===== src/rtl/gpio_mux_pkg.sv =====
package gpio_mux_pkg;
  localparam int ADDR_W = 2;

  typedef enum logic [ADDR_W-1:0] {
    ADDR_LATCH = 2'd0,
    ADDR_TYPE  = 2'd1,
    ADDR_PULL  = 2'd2,
    ADDR_PIN   = 2'd3
  } portAddrE;

  typedef struct packed {
    logic            wrLatch;
    logic            wrType;
    logic            wrPull;
    logic [ADDR_W-1:0] rdSel;
  } portStrobeT;
endpackage


===== src/rtl/gpio_mux_ctrl.sv =====
module gpio_mux_ctrl
  import gpio_mux_pkg::*;
(
  input  logic              clk,
  input  logic              rstN,
  input  logic [ADDR_W-1:0] busAddr,
  input  logic              busWe,
  output portStrobeT        strobe
);
  portAddrE addrE;

  always_comb begin
    addrE         = portAddrE'(busAddr);
    strobe        = '0;
    strobe.rdSel  = busAddr;
    if (busWe) begin
      unique case (addrE)
        ADDR_LATCH: strobe.wrLatch = 1'b1;
        ADDR_TYPE:  strobe.wrType  = 1'b1;
        ADDR_PULL:  strobe.wrPull  = 1'b1;
        default:    ;
      endcase
    end
  end


  strobe_onehot_chk: assert property (@(posedge clk) disable iff (!rstN)
    $onehot0({strobe.wrLatch, strobe.wrType, strobe.wrPull}));


  pin_write_drop_chk: assert property (@(posedge clk) disable iff (!rstN)
    (busAddr == ADDR_PIN) |-> !(strobe.wrLatch || strobe.wrType || strobe.wrPull));
endmodule


===== src/rtl/gpio_mux_dp.sv =====
module gpio_mux_dp
  import gpio_mux_pkg::*;
#(
  parameter int WIDTH = 8
) (
  input  logic             clk,
  input  logic             rstN,
  input  portStrobeT       strobe,
  input  logic [WIDTH-1:0] busWdata,
  output logic [WIDTH-1:0] busRdata,
  input  logic [WIDTH-1:0] funcOut,
  input  logic             stopMode,
  input  logic [WIDTH-1:0] padExtOe,
  input  logic [WIDTH-1:0] padExtVal,
  output logic [WIDTH-1:0] padOe,
  output logic [WIDTH-1:0] padDo,
  output logic [WIDTH-1:0] padPullEn,
  output logic [WIDTH-1:0] funcIn
);
  localparam logic [WIDTH-1:0] LATCH_RST = '1;
  localparam logic [WIDTH-1:0] TYPE_RST  = '0;
  localparam logic [WIDTH-1:0] PULL_RST  = '0;

  logic [WIDTH-1:0] latchQ, typeQ, pullQ;
  logic [WIDTH-1:0] effOut, pinLevel;
  logic [WIDTH-1:0] syncA, syncB;

  always_ff @(posedge clk) begin
    if (!rstN) begin
      latchQ <= LATCH_RST;
      typeQ  <= TYPE_RST;
      pullQ  <= PULL_RST;
    end else begin
      if (strobe.wrLatch) latchQ <= busWdata;
      if (strobe.wrType)  typeQ  <= busWdata;
      if (strobe.wrPull)  pullQ  <= busWdata;
    end
  end

  for (genvar i = 0; i < WIDTH; i++) begin : g_pin
    always_comb begin
      effOut[i] = latchQ[i] & funcOut[i];
      padOe[i]  = !stopMode && (typeQ[i] || !effOut[i]);
      padDo[i]  = typeQ[i] & effOut[i];
      if (padOe[i])         pinLevel[i] = padDo[i];
      else if (padExtOe[i]) pinLevel[i] = padExtVal[i];
      else                  pinLevel[i] = pullQ[i];
    end
  end

  always_ff @(posedge clk) begin
    if (!rstN) begin
      syncA <= '0;
      syncB <= '0;
    end else begin
      syncA <= pinLevel;
      syncB <= syncA;
    end
  end

  assign funcIn    = syncB;
  assign padPullEn = pullQ;

  always_comb begin
    unique case (portAddrE'(strobe.rdSel))
      ADDR_LATCH: busRdata = latchQ;
      ADDR_TYPE:  busRdata = typeQ;
      ADDR_PULL:  busRdata = pullQ;
      default:    busRdata = syncB;
    endcase
  end

  logic [1:0] settleCnt;
  always_ff @(posedge clk) begin
    if (!rstN)                settleCnt <= '0;
    else if (settleCnt != 2'd2) settleCnt <= settleCnt + 2'd1;
  end


  stop_release_chk: assert property (@(posedge clk) disable iff (!rstN)
    stopMode |-> (padOe == '0));


  od_drive_low_chk: assert property (@(posedge clk) disable iff (!rstN)
    ((~typeQ) & padDo) == '0);


  sync_delay_chk: assert property (@(posedge clk) disable iff (!rstN)
    (settleCnt == 2'd2) |-> (syncB == $past(pinLevel, 2)));


  latch_write_chk: assert property (@(posedge clk) disable iff (!rstN)
    strobe.wrLatch |=> (latchQ == $past(busWdata)));


  pin_addr_hold_chk: assert property (@(posedge clk) disable iff (!rstN)
    !(strobe.wrLatch || strobe.wrType || strobe.wrPull)
      |=> ($stable(latchQ) && $stable(typeQ) && $stable(pullQ)));
endmodule


===== src/rtl/gpio_mux_port.sv =====
module gpio_mux_port
  import gpio_mux_pkg::*;
#(
  parameter int WIDTH = 8
) (
  input  logic              clk,
  input  logic              rstN,
  input  logic [ADDR_W-1:0] busAddr,
  input  logic              busWe,
  input  logic [WIDTH-1:0]  busWdata,
  output logic [WIDTH-1:0]  busRdata,
  input  logic [WIDTH-1:0]  funcOut,
  input  logic              stopMode,
  input  logic [WIDTH-1:0]  padExtOe,
  input  logic [WIDTH-1:0]  padExtVal,
  output logic [WIDTH-1:0]  padOe,
  output logic [WIDTH-1:0]  padDo,
  output logic [WIDTH-1:0]  padPullEn,
  output logic [WIDTH-1:0]  funcIn
);
  portStrobeT strobe;

  gpio_mux_ctrl u_ctrl (
    .clk    (clk),
    .rstN   (rstN),
    .busAddr(busAddr),
    .busWe  (busWe),
    .strobe (strobe)
  );

  gpio_mux_dp #(.WIDTH(WIDTH)) u_dp (
    .clk      (clk),
    .rstN     (rstN),
    .strobe   (strobe),
    .busWdata (busWdata),
    .busRdata (busRdata),
    .funcOut  (funcOut),
    .stopMode (stopMode),
    .padExtOe (padExtOe),
    .padExtVal(padExtVal),
    .padOe    (padOe),
    .padDo    (padDo),
    .padPullEn(padPullEn),
    .funcIn   (funcIn)
  );
endmodule


===== config.mk =====
export PLATFORM = sky130hd
export DESIGN_NAME = gpio_mux_port
export DESIGN_NICKNAME = d
export VERILOG_FILES = /design/src/rtl/gpio_mux_pkg.sv /design/src/rtl/gpio_mux_ctrl.sv /design/src/rtl/gpio_mux_dp.sv /design/src/rtl/gpio_mux_port.sv
export SDC_FILE = /design/constraint.sdc
export NUM_CORES = 1
export LEC_CHECK = 0
export BUFFER_PORTS_ARGS = -buffer_cell sky130_fd_sc_hd__buf_2
export CORE_MARGIN = 4
export CORE_UTILIZATION = 30
export DETAILED_ROUTE_END_ITERATION = 10
export PLACE_DENSITY_LB_ADDON = 0.15
export SETUP_SLACK_MARGIN = 0.5
export SLEW_MARGIN = 30
export SYNTH_ARGS = -nofsm -noshare
export SYNTH_HDL_FRONTEND = slang
export SYNTH_SLANG_ARGS = --single-unit

===== constraint.sdc =====
create_clock -name clk -period 2 [get_ports clk]
set_input_delay 0.6 -clock clk [delete_from_list [all_inputs] [get_ports clk]]
set_output_delay 0.6 -clock clk [all_outputs]
set_load 0.01 [all_outputs]

# Yosys cells after proc, flatten, opt, wreduce, memory -nomap -nowiden
# Cells that the tools add are included.
dict set report classes {
  eq_ne 2
  bitwise_logic 16
  n_mux 21
  reduce_logical 26
}
# operator n
set ops {}
lappend ops {{8-bit one-hot mux with 3 select lines} 1}
lappend ops {{1-bit two-way mux} 19}
lappend ops {{1-bit bitwise AND} 16}
lappend ops {{1-bit logical NOT} 9}
lappend ops {{1-bit logical AND} 8}
lappend ops {{1-bit logical OR} 8}
lappend ops {{3-bit two-way mux} 1}
lappend ops {{2-bit by 1-bit == test with 1-bit output, second input constant} 1}
lappend ops {{2-bit == test, second input constant} 1}
lappend ops {{2-bit logical NOT} 1}
dict set report totals {
  output_inout_bits 40
  input_bits 38
  elab_cells 70
  register_bits 40
}

# Depth between registers and ports, before layout
# Gate-level depths: netlist (run 1).
dict set report logic_depth {
  word_depth 5
  ltp_mapped 5
}

# Cells and area by module
# Synthesis (run 1) repeated with hierarchy kept, for this count alone.
dict set report unflattened {
  hier_cells 177
  hier_area_um2 1831.8
}
# mod area_each_um2 cells_each n_inst seq_area_each_um2
set by_module_without_submodules {}
lappend by_module_without_submodules {gpio_mux_dp 1786.7 172 1 800.8}
lappend by_module_without_submodules {gpio_mux_ctrl 45.0 5 1 0.0}

# Worst setup path before layout (run 1)
# OpenSTA, ideal clock, no wires.
dict set report synth_path {
  path_type {input -> output}
  startpoint {input busAddr[1]}
  endpoint {output busRdata[7]}
  path_buffers 1
  setup_slack_ps 104
  t_arrival_ps 1296
  path_stages 2
  cell_sequence {buf_4 -> mux4_2}
}
dict set report synth_via {
  elab_chain_cells 2
}
# element line_no
set synth_lines {}
lappend synth_lines {{from (decl)} gpio_mux_port.sv:8} ;# input logic [ADDR_W-1:0] busAddr,
lappend synth_lines {{2-bit == test (tied with other cells)} gpio_mux_dp.sv:65} ;# unique case (portAddrE'(strobe.rdSel))
lappend synth_lines {{8-bit one-hot mux with 3 select lines *} gpio_mux_dp.sv:65}
lappend synth_lines {{to (decl)} gpio_mux_port.sv:11} ;# output logic [WIDTH-1:0] busRdata,
# Every way passes the cells marked *; elsewhere a longest branch is shown, timed or not.

# Worst setup path after layout (run 1)
dict set report layout_path {
  startpoint {input busAddr[0]}
  endpoint {output busRdata[6]}
}
# The elaborated chain is that of the path after synthesis.

==> results of run 1 <==
==> power by group through the flow <==
stage | sequential [W] | combinational [W] | clock (W)
final | 0.000849 | 0.000407 | 0.000638
after global routing | 0.000852 | 0.000439 | 0.000695
after CTS | 0.000857 | 0.000359 | 0.000663
after detailed placement | 0.000875 | 0.000296 | 0
after global placement | 0.000874 | 0.000294 | 0
after floorplan | 0.000873 | 0.000177 | 0
==> logic make-up (layout without fill, tap and decap cells) <==
family | after synthesis | after routing | share of synthesized area
AO/OA/AOI/OAI | 16 | 16 | 0.0545
multiplexers | 32 | 32 | 0.234
AND/OR/NAND/NOR | 69 | 69 | 0.201
buffers and inverters | 27 | 149 | 0.0749
flip-flops | 40 | 40 | 0.436
==> layer usage <==
layer,vias to the layer above,track usage,share of wire
met2,55,0.261,0.51
met3,10,0.0380,0.051
met1,851,0.197,0.42
met5,-,0,0
li1,880,-,-
met4,0,0.0595,0.020
==> worst max-delay path: cells and delay by family <==
kind | cells | cell delay [ns]
muxes | 1 | 0.52
buffers and inverters | 2 | 0.25
==> layout by cell type (no fill, tap or decap) <==
master / synthesis / layout
a31oi_4: 0 / 8
and2_1: 8 / 8
buf_12: 0 / 2
buf_16: 0 / 2
buf_2: 2 / 51
buf_4: 1 / 28
buf_6: 4 / 37
buf_8: 0 / 4
bufinv_16: 0 / 1
clkbuf_1: 4 / 1
clkbuf_16: 0 / 1
clkbuf_8: 0 / 5
clkinv_2: 0 / 1
dfxtp_1: 40 / 24
dfxtp_2: 0 / 1
dfxtp_4: 0 / 15
inv_1: 16 / 9
inv_2: 0 / 7
mux2_2: 8 / 8
mux2i_1: 16 / 16
mux4_2: 8 / 8
nand2_1: 24 / 24
nand2b_1: 1 / 1
nand3_1: 16 / 8
nand3_2: 0 / 3
nand3_4: 0 / 5
nand3b_1: 2 / 2
nor2b_1: 16 / 16
nor3b_4: 1 / 1
o22ai_1: 8 / 5
o22ai_2: 0 / 3
or3b_4: 0 / 1
==> per-stage QoR <==
| stage | setup WS (ns) | cell area [um2] | hold WS [ns] |
|---|---|---|---|
| 6_report | 0.0250 | 3300 | 0.437 |
| 5_1_grt | 0.00519 | 3300 | 0.455 |
| 4_1_cts | 0.0175 | 2990 | 0.439 |
| 3_5_place_dp | -0.251 | 2450 | 0.419 |
| 3_3_place_gp | -0.264 | 2450 | 0.415 |
| 2_1_floorplan | 0.156 | 1990 | 0.412 |
==> sequential cells by signal (all words and copies together), names as in the netlist <==
register / flops
u_dp.syncA: 8
u_dp.typeQ: 8
u_dp.funcIn: 8
u_dp.latchQ: 8
u_dp.padPullEn: 8
==> repair_timing <==
action / in CTS / in global routing
setup buffers: 24 / 11
gates resized for setup: 69 / 50
setup endpoints to repair: 32 / 27
cloned: 1 / 1
pin swaps: 8 / 6
==> worst min-delay path by stage <==
stage,startpoint,to,slack [ns],depth (start not counted)
5_1_grt,u_dp.syncA[1]$_SDFF_PN0_,u_dp.funcIn[1]$_SDFF_PN0_,0.45,1
6_report,u_dp.syncA[0]$_SDFF_PN0_,u_dp.funcIn[0]$_SDFF_PN0_,0.44,1
4_1_cts,u_dp.syncA[3]$_SDFF_PN0_,u_dp.funcIn[3]$_SDFF_PN0_,0.44,1
2_1_floorplan,u_dp.syncA[0]$_SDFF_PN0_,u_dp.funcIn[0]$_SDFF_PN0_,0.41,1
3_5_place_dp,u_dp.syncA[3]$_SDFF_PN0_,u_dp.funcIn[3]$_SDFF_PN0_,0.42,1
3_3_place_gp,u_dp.syncA[4]$_SDFF_PN0_,u_dp.funcIn[4]$_SDFF_PN0_,0.41,1
==> final cells by class <==
class	count	area, um2	area share
Clock buffer	6	72.6	0.0220
Timing Repair Buffer	125	1060	0.322
Tap cell	75	93.8	0.0284
Sequential cell	40	858	0.260
Multi-Input combinational cell	117	1120	0.339
Clock inverter	2	35.0	0.0106
Inverter	16	60.1	0.0182
==> results.cfg, run 1 <==
[synth]
synthTopCellsByArea = dfxtp_1 (44%), mux4_2 (9.8%), mux2i_1 (8.7%)
synth_area_per_cell_um2 = 9.99
ys.flop_type = dfxtp_1
ys_async_sr_fraction = 0
synth_nets = 222
synth_cells = 184
seq_area_frac_synth = 0.436
synth-seq-cells = 40
synth.distinct_cells = 19
synth_edf_count = 0
synthTopCellsByCount = dfxtp_1 (40), nand2_1 (24)
ys_warn_count = 0
synth_most_common_cell = dfxtp_1
synth_top_area_frac = 0.436
netlist_area_um2 = 1840
yosys.area.top_type = dfxtp_1

[timing]
drv_slew = 0
fmax_ghz = 0.506
fin_crit_sh = 0.988
relSlewSlack = 0.744
fin_tns_setup_ns = 0
hold_violations = 0
rsz0062_at_grt = true
worst_pin_slew_ns = 0.383
skew_ns = 0.00557
finalCriticalPeriod_ns = 1.98
setup_viol = 0

[power_and_ir_drop]
fin_total_pwr_w = 0.00189
ir_worst_vdd_v = 0.000288
clockPowerShare = 0.337
pwr-share-comb = 0.215
p_int_w = 0.00143
p_sw_w = 0.000466
p_leak_nw = 1.55
power_density_nw_per_um2 = 574
sw_frac_of_total = 0.246
p_seq_frac = 0.448

[clock_network]
clk-insertion-delay-late_ns = 0.29
cts_buffers = 5
tritoncts = yes
htree_levels = 2
clk_pin_slew_ns = 0.08
cts_buffer_depth = 2
cts_hold_buffers = 0
cts.sinks = 40
cts_root_buf = clkbuf_8

[grt]
antenna_found_initial = 0
grt_pass1_wl_mm = 9.13
grtUsageTotal = 0.157
grt_pass1_vias = 1803
grt_max_degree = 17
grt_overflow_total = 0

[floorplan]
io_pins = 78
initial_core_util = 0.310
die-area_um2 = 7440
die_width_um = 86.3
rows = 28
fp.dieH_um = 86.3
core_um2 = 5920

[setup_path]
cp-start-kind = input pin
worstPathArrival_ns = 1.38
crit_path_max_fanout = 6
r2r_slack_ns = 0.50
r2r-end = u_dp.syncA[2]$_SDFF_PN0_
r2r-start = u_dp.typeQ[2]$_SDFFE_PN0P_
endpoint = busRdata[6]
ff2ff_path_depth = 9
crit_chain = buf_12, mux4_2, buf_6
endpoint_kind = output pin
cpPeakStageDelay_ns = 0.52
required_ns = 1.40
crit_slowest_cell = mux4_2
crit_type = input pin to output pin
critPathLaunch = busAddr[0]

[placed_design]
hpwl_mm = 3.83
io_buffers = 77
place_inst = 336
gp_congestion = 0.750

[run_status]
outcome = completed

[finish]
fin_cells = 381
nNetsFinal = 343
area_growth_pct = 79.6
fin_util = 0.557
diodes = 0
fill_cells = 532
drive_gt1_frac = 0.627

[detailed_routing]
via_per_inst = 4.71
wl_per_cell_um = 15.8
first_pass_iters = 4
wl_mm = 6.02
drc_errors = 0
ant_nets = 0
drt_iter0_drc = 28
num_vias = 1796

[min_path]
hold_path_class = register to register

[job]
cap_violations = 0
(Power assumes the default switching activity.)
==> run 2, diff against run 1 <==
BUFFER_PORTS_ARGS = -buffer_cell sky130_fd_sc_hd__clkbuf_2   (was -buffer_cell sky130_fd_sc_hd__buf_2)
==> run 2 against run 1 <==
The flow now finishes with violations (negative setup slack). Non-clock buffer count fell by 13. Sequential cell count did not move. Via count fell by 2.5%. Clock skew rose by 0.0026 ns.
==> results.cfg, run 2 (synthesized netlist as in run 1, its figures left out) <==
[detailed_routing]
via_per_inst = 4.76
wl_per_cell_um = 15.4
ant_nets = 0
first_pass_iters = 4
drt_iter0_drc = 67
wl_mm = 5.67
num_vias = 1751
drc_errors = 0

[power_and_ir_drop]
clockPowerShare = 0.343
p_leak_nw = 1.45
p_seq_frac = 0.452
pwr-share-comb = 0.205
fin_total_pwr_w = 0.00189
ir_worst_vdd_v = 0.000308
p_sw_w = 0.000476
power_density_nw_per_um2 = 601
p_int_w = 0.00142
sw_frac_of_total = 0.251

[finish]
diodes = 0
drive_gt1_frac = 0.604
area_growth_pct = 71.6
stdcell_area_um2 = 3150
nNetsFinal = 330
mostFrequentLayoutCells = clkbuf_2 (47), buf_4 (29), nand2_1 (24), dfxtp_1 (24)
fin_util = 0.533
final_common_cell = clkbuf_2

[timing]
finalCriticalPeriod_ns = 2.10
fmax_ghz = 0.476
setup_viol = 7
skew_ns = 0.00819
rsz0062_at_grt = true
worst_pin_slew_ns = 0.493
postLayoutSetupSlackWorst_ns = -0.100
drv_slew = 0
relSlewSlack = 0.671
fin_crit_sh = 1.05
holdWs_ns = 0.432
fin_tns_setup_ns = -0.525
hold_violations = 0

[setup_path]
crit_path_max_fanout = 6
crit_family = multiplexers
r2r_slack_ns = 0.81
crit_type = input pin to output pin
r2r-start = u_dp.latchQ[4]$_SDFFE_PN1P_
cp_num_buf_inv = 3
required_ns = 1.40
worstPathArrival_ns = 1.50
crit_chain = clkbuf_16, buf_12, mux4_2, clkbuf_2
endpoint_kind = output pin
cpPeakStageDelay_ns = 0.51
cp-start-kind = input pin
ff2ff_path_depth = 6
crit_slowest_cell = mux4_2
r2r-end = u_dp.syncA[4]$_SDFF_PN0_

[min_path]
hp-start = u_dp.syncA[4]$_SDFF_PN0_
hold_depth = 1
hold_end = u_dp.funcIn[4]$_SDFF_PN0_
hold_path_class = register to register

[grt]
grt_pass1_wl_mm = 8.72
grtUsageTotal = 0.149
antenna_found_initial = 0
grt_max_degree = 29
grt_pass1_vias = 1732
grt_overflow_total = 0

[clock_network]
cts.sinks = 40
cts_hold_buffers = 0
cts_buffers = 5
clk-insertion-delay-late_ns = 0.29
htree_levels = 2
cts_buffer_depth = 2
clk_pin_slew_ns = 0.08
tritoncts = yes
cts_root_buf = clkbuf_8

[run_status]
violations = negative setup slack
outcome = finished with violations

[floorplan]
die_width_um = 86.3
rows = 28
die-area_um2 = 7440
core_um2 = 5920
initial_core_util = 0.310
fp.dieH_um = 86.3
io_pins = 78

[placed_design]
io_buffers = 77
placed_area_um2 = 2450
hpwl_mm = 3.85
gp_congestion = 0.744

[job]
cap_violations = 0
run 2: per-stage QoR:
stage                     instances  worst slack (ns)
after floorplan                 184             0.156
after global placement          334            -0.133
after detailed placement        334            -0.122
after CTS                       359            -0.108
after global routing            368            -0.119
final                           368            -0.100
run 2: area by class of cell:
cell class,count,area [um2]
Multi-Input combinational cell,117,1120
Clock inverter,2,35.0
Timing Repair Buffer,112,922
Fill cell,544,2770
Sequential cell,40,848
Inverter,16,60.1
Clock buffer,6,72.6
Tap cell,75,93.8
run 2: power groups by stage:
| stage | clock [W] | combinational (W) | sequential, W |
|---|---|---|---|
| after floorplan | 0 | 0.000177 | 0.000873 |
| after global placement | 0 | 0.000295 | 0.000875 |
| after detailed placement | 0 | 0.000298 | 0.000876 |
| after CTS | 0.000666 | 0.000353 | 0.000861 |
| after global routing | 0.000702 | 0.000420 | 0.000861 |
| final | 0.000650 | 0.000388 | 0.000857 |
run 2: worst max path at each step:
stage	start	endpoint	slack [ns]	depth (start not counted)
after global placement	busAddr[0]	busRdata[4]	-0.13	4
after detailed placement	busAddr[0]	busRdata[6]	-0.12	4
after floorplan	busAddr[0]	busRdata[0]	0.16	2
after global routing	busAddr[0]	busRdata[4]	-0.12	4
after CTS	busAddr[0]	busRdata[4]	-0.11	4
final	busAddr[0]	busRdata[4]	-0.10	4
run 2: per-layer routing:
metal,track usage,part of all wire
met5,0,0
met4,0.0453,0.013
met3,0.0380,0.053
met2,0.248,0.51
met1,0.192,0.42
run 2: worst reg2reg max path, stage by stage (launching register included):
cell,delay (ns)
dfxtp_4,0.39
nand3_4,0.09
buf_4,0.13
buf_4,0.12
buf_4,0.12
buf_4,0.12
o22ai_1,0.14
run 2: what timing repair did:
item	in CTS	in global routing
gates cloned	1	0
resized for setup	43	68
setup buffers	16	9
setup endpoints to repair	24	24
pin swaps	1	5
==> run 3, diff against run 2 <==
CORE_MARGIN = 1   (was 4)
GPL_ROUTABILITY_DRIVEN = 0   (was default)
==> run 3 against run 2 <==
The flow still finishes with violations (negative setup slack). Count of clock-buffer cells in the layout is 1 lower. Power is 9.1% lower. Highest routed layer unchanged. Via count is 3.7% lower. Clock skew is 0.0055 ns lower. Critical endpoint unchanged. Fmax is 0.36% higher. Cell count is 1.4% lower. Critical path type unchanged. Largest cell class unchanged. Sequential cell count stayed put. Non-clock buffer count is 2 lower. Largest power group unchanged. First-iteration DRC count is 66% lower. Cell area is 0.16% higher.
==> results.cfg, run 3 (synthesized netlist as in run 1, its figures left out) <==
[grt]
grt_max_degree = 21
antenna_found_initial = 0
grt_overflow_total = 0
grt_pass1_wl_mm = 7.96
grt_pass1_vias = 1575
grtUsageTotal = 0.168

[finish]
fill_cells = 532
final_common_cell = clkbuf_2
drive_gt1_frac = 0.635
multiInputGateArea_um2 = 1150
mostFrequentLayoutCells = clkbuf_2 (48), buf_4 (24), dfxtp_1 (24)
register_area_um2 = 853
stdcell_area_um2 = 3160
area_growth_pct = 71.9
nNetsFinal = 328
diodes = 0

[power_and_ir_drop]
p_leak_nw = 1.44
power_density_nw_per_um2 = 545
ir_worst_vdd_v = 0.000264

[floorplan]
core_um2 = 5920
initial_core_util = 0.310
fp.dieH_um = 80.3
rows = 28
die-area_um2 = 6440
die_width_um = 80.3
io_pins = 78

[min_path]
hold_path_class = register to register

[timing]
postLayoutSetupSlackWorst_ns = -0.0928
hold_violations = 0
rsz0062_at_grt = true
drv_slew = 0
relSlewSlack = 0.748
fin_crit_sh = 1.05
skew_ns = 0.00273
holdWs_ns = 0.434
finalCriticalPeriod_ns = 2.09
setup_viol = 7
worst_pin_slew_ns = 0.377
fmax_ghz = 0.478

[setup_path]
endpoint_kind = output pin
cp-start-kind = input pin
required_ns = 1.40
crit_type = input pin to output pin
crit_path_max_fanout = 5
worstPathArrival_ns = 1.49

[detailed_routing]
drt_iter0_drc = 23
first_pass_iters = 4
wl_per_cell_um = 14.6
wl_mm = 5.30
num_vias = 1687
ant_nets = 0
via_per_inst = 4.65
drc_errors = 0

[job]
cap_violations = 0

[placed_design]
hpwl_mm = 3.54
io_buffers = 77
detailedPlace.worstSlack_ns = -0.120
placed_area_um2 = 2460

[clock_network]
clk-insertion-delay-late_ns = 0.29
cts_buffer_depth = 2
cts_buffers = 5
cts.sinks = 40
htree_levels = 2
tritoncts = yes
clk_pin_slew_ns = 0.07
cts_root_buf = clkbuf_8
cts_hold_buffers = 0

[run_status]
violations = negative setup slack
outcome = finished with violations
## run 3: worst paths after layout
check	slack [ns]	startpoint	end	cells past startpoint
worst max-delay path	-0.09	busAddr[0]	busRdata[4]	4
worst min-delay path	0.43	u_dp.syncA[7]$_SDFF_PN0_	u_dp.funcIn[7]$_SDFF_PN0_	1
worst max register to register	0.81	u_dp.latchQ[2]$_SDFFE_PN1P_	u_dp.syncA[2]$_SDFF_PN0_	6
worst min register to register	0.43	u_dp.syncA[7]$_SDFF_PN0_	u_dp.funcIn[7]$_SDFF_PN0_	1
## run 3: per-layer routing
layer | up-vias | share of wire | global-route usage
met5 | - | 0 | 0
met4 | 0 | 0.0083 | 0.0375
met3 | 5 | 0.041 | 0.0432
met2 | 41 | 0.51 | 0.287
met1 | 798 | 0.44 | 0.211
li1 | 843 | - | -
## run 3: power breakdown
part / switching [W] / internal (W) / total, W
Sequential: 0.0000339 / 0.000821 / 0.000855
Clock: 0.000249 / 0.000225 / 0.000474
Combinational: 0.000163 / 0.000231 / 0.000394
Total: 0.000446 / 0.00128 / 0.00172
## run 3: critical path: stages
cell       delay (ns)
clkbuf_16        0.12
buf_12           0.12
mux4_2           0.51
clkbuf_2         0.14
## run 3: per-stage QoR
step / setup TNS [ns] / total power (W) / util / std cells
detailed placement: -0.753 / 0.00117 / 0.416 / 334
global route: -0.659 / 0.00181 / 0.534 / 363
floorplan: 0 / 0.00105 / - / 184
CTS: -0.496 / 0.00171 / 0.489 / 357
global placement: -0.759 / 0.00117 / 0.416 / 334
finish: -0.506 / 0.00172 / 0.534 / 363
## run 3: cell type report
| type | instances | area share |
|---|---|---|
| clock buffer | 5 | 0.0218 |
| tap | 75 | 0.0297 |
| timing repair buffer | 110 | 0.294 |
| inverter | 16 | 0.0190 |
| sequential | 40 | 0.270 |
| multi-input combinational | 117 | 0.366 |
## run 3: repair_timing
action,CTS,global route
resized for setup,39,81
pin swaps,11,10
endpoints found under the setup margin,24,41
gates cloned,2,0
endpoints found under the hold margin,0,0
setup buffers,16,6
